## config.mk

```make
export PLATFORM = sky130hd
export DESIGN_NAME = serial_word_rx
export DESIGN_NICKNAME = d
export VERILOG_FILES = /design/src/rtl/srx_pkg.sv /design/src/rtl/srx_sync_edge.sv /design/src/rtl/srx_assembler.sv /design/src/rtl/serial_word_rx.sv
export SDC_FILE = /design/constraint.sdc
export NUM_CORES = 1
export LEC_CHECK = 0
export ABC_AREA = 1
export BUFFER_PORTS_ARGS = -buffer_cell sky130_fd_sc_hd__buf_2
export CORE_AREA = 2 2 57 59
export DETAILED_ROUTE_END_ITERATION = 7
export DIE_AREA = 0 0 59 61
export PLACE_DENSITY = 0.71
export REMOVE_ABC_BUFFERS = 1
export SLEW_MARGIN = 20
export SYNTH_ARGS = -nofsm -noshare
export SYNTH_HDL_FRONTEND = slang
export SYNTH_SLANG_ARGS = --single-unit
```

## constraint.sdc

```tcl
create_clock -name clk_i -period 3.6 [get_ports clk_i]
set_input_delay 0.54 -clock clk_i [delete_from_list [all_inputs] [get_ports clk_i]]
set_output_delay 0.54 -clock clk_i [all_outputs]
set_load 0.02 [all_outputs]
```

## src/rtl/srx_pkg.sv

```systemverilog
package srx_pkg;
  localparam int unsigned SRX_WORD_W_DEF = 16;
  localparam int unsigned SRX_SYNC_DEF   = 2;
endpackage

```

## src/rtl/srx_sync_edge.sv

```systemverilog
module srx_sync_edge #(
  parameter int unsigned STAGES = 2
) (
  input  logic clk_i,
  input  logic rst_n_i,
  input  logic async_i,
  output logic rise_o
);
  logic [STAGES-1:0] chain_q;
  logic              dly_q;

  // Synchronizer chain: the asynchronous input feeds stage 0 only.
  generate
    for (genvar g = 0; g < STAGES; g++) begin : g_stage
      always_ff @(posedge clk_i or negedge rst_n_i) begin
        if (!rst_n_i) chain_q[g] <= 1'b0;
        else if (g == 0) chain_q[g] <= async_i;
        else chain_q[g] <= chain_q[(g == 0) ? 0 : g-1];
      end
    end
  endgenerate

  always_ff @(posedge clk_i or negedge rst_n_i) begin
    if (!rst_n_i) dly_q <= 1'b0;
    else dly_q <= chain_q[STAGES-1];
  end

  assign rise_o = chain_q[STAGES-1] & ~dly_q;
endmodule

```

## src/rtl/srx_assembler.sv

```systemverilog
module srx_assembler #(
  parameter int unsigned WORD_W = 16,
  localparam int unsigned CNT_W = (WORD_W > 1) ? $clog2(WORD_W) : 1
) (
  input  logic              clk_i,
  input  logic              rst_n_i,
  input  logic              env_q_i,
  input  logic              cap_en_i,
  input  logic              bit_i,
  output logic [WORD_W-1:0] word_o,
  output logic              valid_o,
  output logic [CNT_W-1:0]  cnt_o
);
  localparam logic [CNT_W-1:0] LAST = CNT_W'(WORD_W - 1);

  logic [WORD_W-1:0] shift_q;
  logic [WORD_W-1:0] shift_nx;

  // New bit enters at bit 0; older bits move toward the MSB.
  assign shift_nx = {shift_q[WORD_W-2:0], bit_i};

  always_ff @(posedge clk_i or negedge rst_n_i) begin
    if (!rst_n_i) begin
      shift_q <= '0;
      cnt_o   <= '0;
      word_o  <= '0;
      valid_o <= 1'b0;
    end else begin
      valid_o <= 1'b0;
      if (!env_q_i) begin
        shift_q <= '0;
        cnt_o   <= '0;
      end else if (cap_en_i) begin
        shift_q <= shift_nx;
        if (cnt_o == LAST) begin
          cnt_o   <= '0;
          word_o  <= shift_nx;
          valid_o <= 1'b1;
        end else begin
          cnt_o <= cnt_o + 1'b1;
        end
      end
    end
  end
endmodule

```

## src/rtl/serial_word_rx.sv

```systemverilog
module serial_word_rx #(
  parameter int unsigned WORD_W      = srx_pkg::SRX_WORD_W_DEF,
  parameter int unsigned SYNC_STAGES = srx_pkg::SRX_SYNC_DEF
) (
  input  logic              clk_i,
  input  logic              rst_n_i,
  input  logic              ext_clk_i,
  input  logic              ext_data_i,
  input  logic              ext_env_i,
  output logic [WORD_W-1:0] word_o,
  output logic              word_valid_o
);
  localparam int unsigned CNT_W = (WORD_W > 1) ? $clog2(WORD_W) : 1;

  logic             clk_rise;
  logic             env_q;
  logic             cap_en;
  logic [CNT_W-1:0] bit_cnt;

  srx_sync_edge #(.STAGES(SYNC_STAGES)) u_sync (
    .clk_i   (clk_i),
    .rst_n_i (rst_n_i),
    .async_i (ext_clk_i),
    .rise_o  (clk_rise)
  );

  // The envelope gets a single register; it has settled long before the
  // synchronized clock edge arrives.
  always_ff @(posedge clk_i or negedge rst_n_i) begin
    if (!rst_n_i) env_q <= 1'b0;
    else env_q <= ext_env_i;
  end

  assign cap_en = clk_rise & env_q;

  srx_assembler #(.WORD_W(WORD_W)) u_asm (
    .clk_i    (clk_i),
    .rst_n_i  (rst_n_i),
    .env_q_i  (env_q),
    .cap_en_i (cap_en),
    .bit_i    (ext_data_i),
    .word_o   (word_o),
    .valid_o  (word_valid_o),
    .cnt_o    (bit_cnt)
  );
endmodule

```

## Yosys cells after proc, flatten, opt, wreduce, memory -nomap -nowiden

Cells that the tools add are included.
W data, S select, Z words.

- Flip-flop bits (word level): 40
- Input bits: 5

- $add $sub $neg: 1
- Eq/ne operators: 2
- Multiplexer cells: 8
- Bitwise logic cells: 3
- Reductions and logical operators: 1

Operators with widths:

| kind | count |
|---|---|
| $mux W15 | 2 |
| $mux W4 | 3 |
| $add A4 B1 Y4 const B | 1 |
| $eq A4 B4 Y1 const B | 1 |
| $mux W1 | 3 |
| $reduce_and A3 Y1 | 1 |
| $and A1 B1 Y1 | 2 |
| $ne A2 B1 Y1 const B | 1 |
| $not A1 Y1 | 1 |

## Depth between registers and ports, before layout

- Word-level depth: 5
- Gate-level depth with buffers: 6

## By module

A second synthesis with hierarchy kept.

- Cell total of the unflattened synthesis: 154
- Area, all modules: 1567.8 µm²

Modules (own cells, without submodules):

| module | instances | cells each | area an instance (µm²) | seq. area each (µm²) |
|---|---|---|---|---|
| srx_assembler | 1 | 146 | 1450.1 | 900.9 |
| srx_sync_edge | 1 | 5 | 85.1 | 75.1 |
| serial_word_rx | 1 | 3 | 32.5 | 25.0 |

## Worst setup path after synthesis

Ideal clock, no wire load.

- Path type: reg2reg
- Start: register u_asm.cnt_o[0]
- End: register u_asm.word_o[5]
- Setup time: 123 ps
- Arrival: 1125 ps
- Required time: 3477 ps
- Setup slack: 2352 ps
- Stages on the path, launching flop included: 6
- Path through: dfrtp_1 -> ha_1 -> nand3_4 -> buf_6 -> o21ai_0 -> nand2_1

- Longest elaborated chain between the ends: 2

Ends and longest elaborated chain:

| what | RTL line | RTL |
|---|---|---|
| start, declared | srx_assembler.sv:12 | `output logic [CNT_W-1:0] cnt_o` |
| start signal, assigned | srx_assembler.sv:40 | `cnt_o <= cnt_o + 1'b1;` |
| $eq A4 B4 Y1 | srx_assembler.sv:35 | `if (cnt_o == LAST) begin` |
| $reduce_and A3 Y1 (no source line) | n/a |  |
| end signal, assigned | srx_assembler.sv:37 | `word_o <= shift_nx;` |
| end, declared | srx_assembler.sv:10 | `output logic [WORD_W-1:0] word_o,` |

Every way passes these cells.
A chain may end at the register's enable or synchronous reset.

## Final worst setup path

- Start: register u_asm.cnt_o[0]
- End: register u_asm.word_o[11]

Same word-level chain as after synthesis.

==> qor.yml <==
setup_path:
  crit_chain: "ha_1, nand3_4, nor2_8, nand2_1, nand2_1"
  reg2reg_depth: 5
  endpoint_kind: "flop"
  critPathMaxFanout: 18
  path_class: "reg2reg"
  cp_slowest_cell: "dfrtp_1"
  critPathCapture: "u_asm.word_o[11]"
  startpoint: "u_asm.cnt_o[0]"
  worstSetupStartpointType: "flop"
  r2r_slack_ns: 2.12
  cpMostUsedCell: "nand2_1"
  worstPathArrival_ns: 1.77
  required_ns: 3.89
  slowest_delay_ns: 0.43
  r2r-end: "u_asm.word_o[11]"
  r2r_start: "u_asm.cnt_o[0]"
synth:
  syn-cell-area_mm2: 0.00157
  syn-instance-count: 153
  synth.avg_cell_area_um2: 10.2
  ys_seq_area_share_pct: 63.9
  synth-seq-cells: 40
  ys_warn_count: 0
  synth.distinct_cells: 18
flow_run:
  drv_cap: 0
pwr:
  p_int_w: 0.000603
  power.share.switching_pct: 22.0
  seq_power_share_pct: 59.1
  p_sw_w: 0.000170
  p_comb_share_pct: 3.2
  peakVddDrop_mv: 0.224
  power_density_mw_per_mm2: 442
  p_leak_nw: 0.940
  clock_power_share_pct: 37.6
detailed_routing:
  post_drt_wl_per_cell_um: 12.7
  first_iter_violations: 37
  wl_mm: 2.65
  first_pass_iters: 4
  postRouteAntennaNets: 0
  post-route-drc-count: 0
  num_vias: 1084
  vias_per_cell: 5.19
timing:
  finalHoldViolCount: 0
  fin_crit_sh_pct: 41.2
  relSlewSlack_pct: 44.5
  rsz0062_at_grt: "no"
  setup-tns-final_ns: 0
  fin_skew_ns: 0.0119
  max_slew.worst_pin.slew_ns: 0.832
  period_needed_ns: 1.48
  worst_hold_slack_ns: 0.274
  max_freq_mhz: 675
  setup_slack_ns: 2.12
  setup-violations-final: 0
  finalMaxSlewViolations: 0
clocking:
  clock_latency_ns: 0.36
  path_clk_slew_ns: 0.12
  root_buffer: "clkbuf_4"
  ctsResizeCount: 0
  cts_max_level: 2
  numCtsBuffers: 5
  postCtsSetupBuffers: 0
  postCtsHoldBufs: 0
  clock_path_buffers: 2
  cts_sinks: 40
  cts_tree: "yes"
placed_design:
  gp_congestion: 0.725
  port_buffers: 21
  place_ws_ns: 2.16
  post-dp-hpwl_mm: 1.81
layout:
  nets: 181
  antenna_cells: 0
  area_growth_pct: 11.8
  drive_gt1_share_pct: 18.2
  layout_common_cells: "46 x nand2_1, 40 x dfrtp_1, 21 x buf_2, 18 x inv_1, 13 x o22ai_1"
  mostFrequentLayoutCell: "nand2_1"
global_route:
  use_met2_pct: 29.5
  grt_overflow: 0
  antenna_found_initial: 0
  grt_pass1_vias: 1059
  use_met3_pct: 5.33
  grt_max_degree: 41
  grt_pass1_wl_mm: 4.57
  use_met1_pct: 20.0
  track_usage_pct: 17.7
  top_usage_layer: "met2"
die:
  fp.dieW_um: 59
  ios: 22
  start_util_pct: 53.0
  rows: 20
  design.die.area_mm2: 0.00360
  die_h_um: 61
  fp.coreArea_mm2: 0.00295
run_status:
  outcome: "completed"
min_path:
  hold_path.class: "in2async"
## layer usage
layer  up-vias  routed length, um
met4         0                 50
met5         -                  0
met2        22               1290
li1        538                  -
met3         5                123
met1       519               1180
## flip-flops by register name, indices dropped and copies added, names as in the netlist
register,flops
env_q,1
u_asm.cnt_o,4
u_asm.shift_q,15
u_asm.valid_o,1
u_asm.word_o,16
u_sync.chain_q,2
u_sync.dly_q,1
## cell usage after synthesis
library cell	count	share of area (%)
buf_1	2	0.48
buf_2	1	0.32
buf_6	1	0.72
buf_8	1	0.96
clkbuf_1	1	0.24
dfrtp_1	40	64
ha_1	1	0.80
inv_1	18	4.3
nand2_1	46	11
nand3_1	2	0.64
nand3_4	2	2.2
nand4_1	1	0.40
nor2_1	2	0.48
nor2_8	1	1.3
o21ai_0	11	3.5
o21ai_1	9	2.9
o22ai_1	13	5.2
xnor2_1	1	0.56
## kinds of logic (layout without fill, tap and decap cells)
logic type               Yosys count  in the layout  synth area share [%]
AO/OA/AOI/OAI                     33             33                  11.6
XOR/XNOR                           1              1                 0.560
adder cells (fa/ha/maj)            1              1                 0.799
buffers and inverters             24             47                  7.03
flip-flops                        40             40                  63.9
AND/OR/NAND/NOR                   54             54                  16.1
## critical path: cells and delay by family, from the launching register on
family                   cells  cell delay, ns
adder cells (fa/ha/maj)      1            0.28
flip-flops                   1            0.43
AND/OR/NAND/NOR              4            0.71
## final cells by class
class,count,area (um2)
well taps,33,41.3
flip-flops and latches,40,1000
inverters,18,67.6
multi-input cells,89,454
repair buffers,21,105
clock inverters,3,42.5
fillers,256,1200
clock buffers,5,37.5
## worst min path at each step
stage / slack, ns / start / end
5_1_grt: 0.27 / ext_clk_i / u_sync.chain_q[0]
3_3_place_gp: 0.34 / u_sync.chain_q[0] / u_sync.chain_q[1]
2_1_floorplan: 0.24 / rst_n_i / env_q
3_5_place_dp: 0.36 / u_sync.chain_q[0] / u_sync.chain_q[1]
4_1_cts: 0.28 / ext_clk_i / u_sync.chain_q[0]
6_report: 0.27 / rst_n_i / u_asm.word_o[6]
## through the flow
stage	cell area, um2	instances	utilization (%)	total power [W]
after floorplan	1520	147	-	0.000476
after global placement	1670	201	56.5	0.000490
after detailed placement	1670	201	56.5	0.000491
after CTS	1750	209	59.2	0.000782
after global routing	1750	209	59.2	0.000802
final	1750	209	59.2	0.000773
## power by group through the flow
stage	Clock, W	Sequential [W]	Combinational, W
6_report	0.000291	0.000457	0.0000248
5_1_grt	0.000316	0.000458	0.0000285
4_1_cts	0.000300	0.000457	0.0000254
3_5_place_dp	0	0.000466	0.0000254
3_3_place_gp	0	0.000465	0.0000247
2_1_floorplan	0	0.000465	0.0000113
Power figures use the tool's default switching activity.
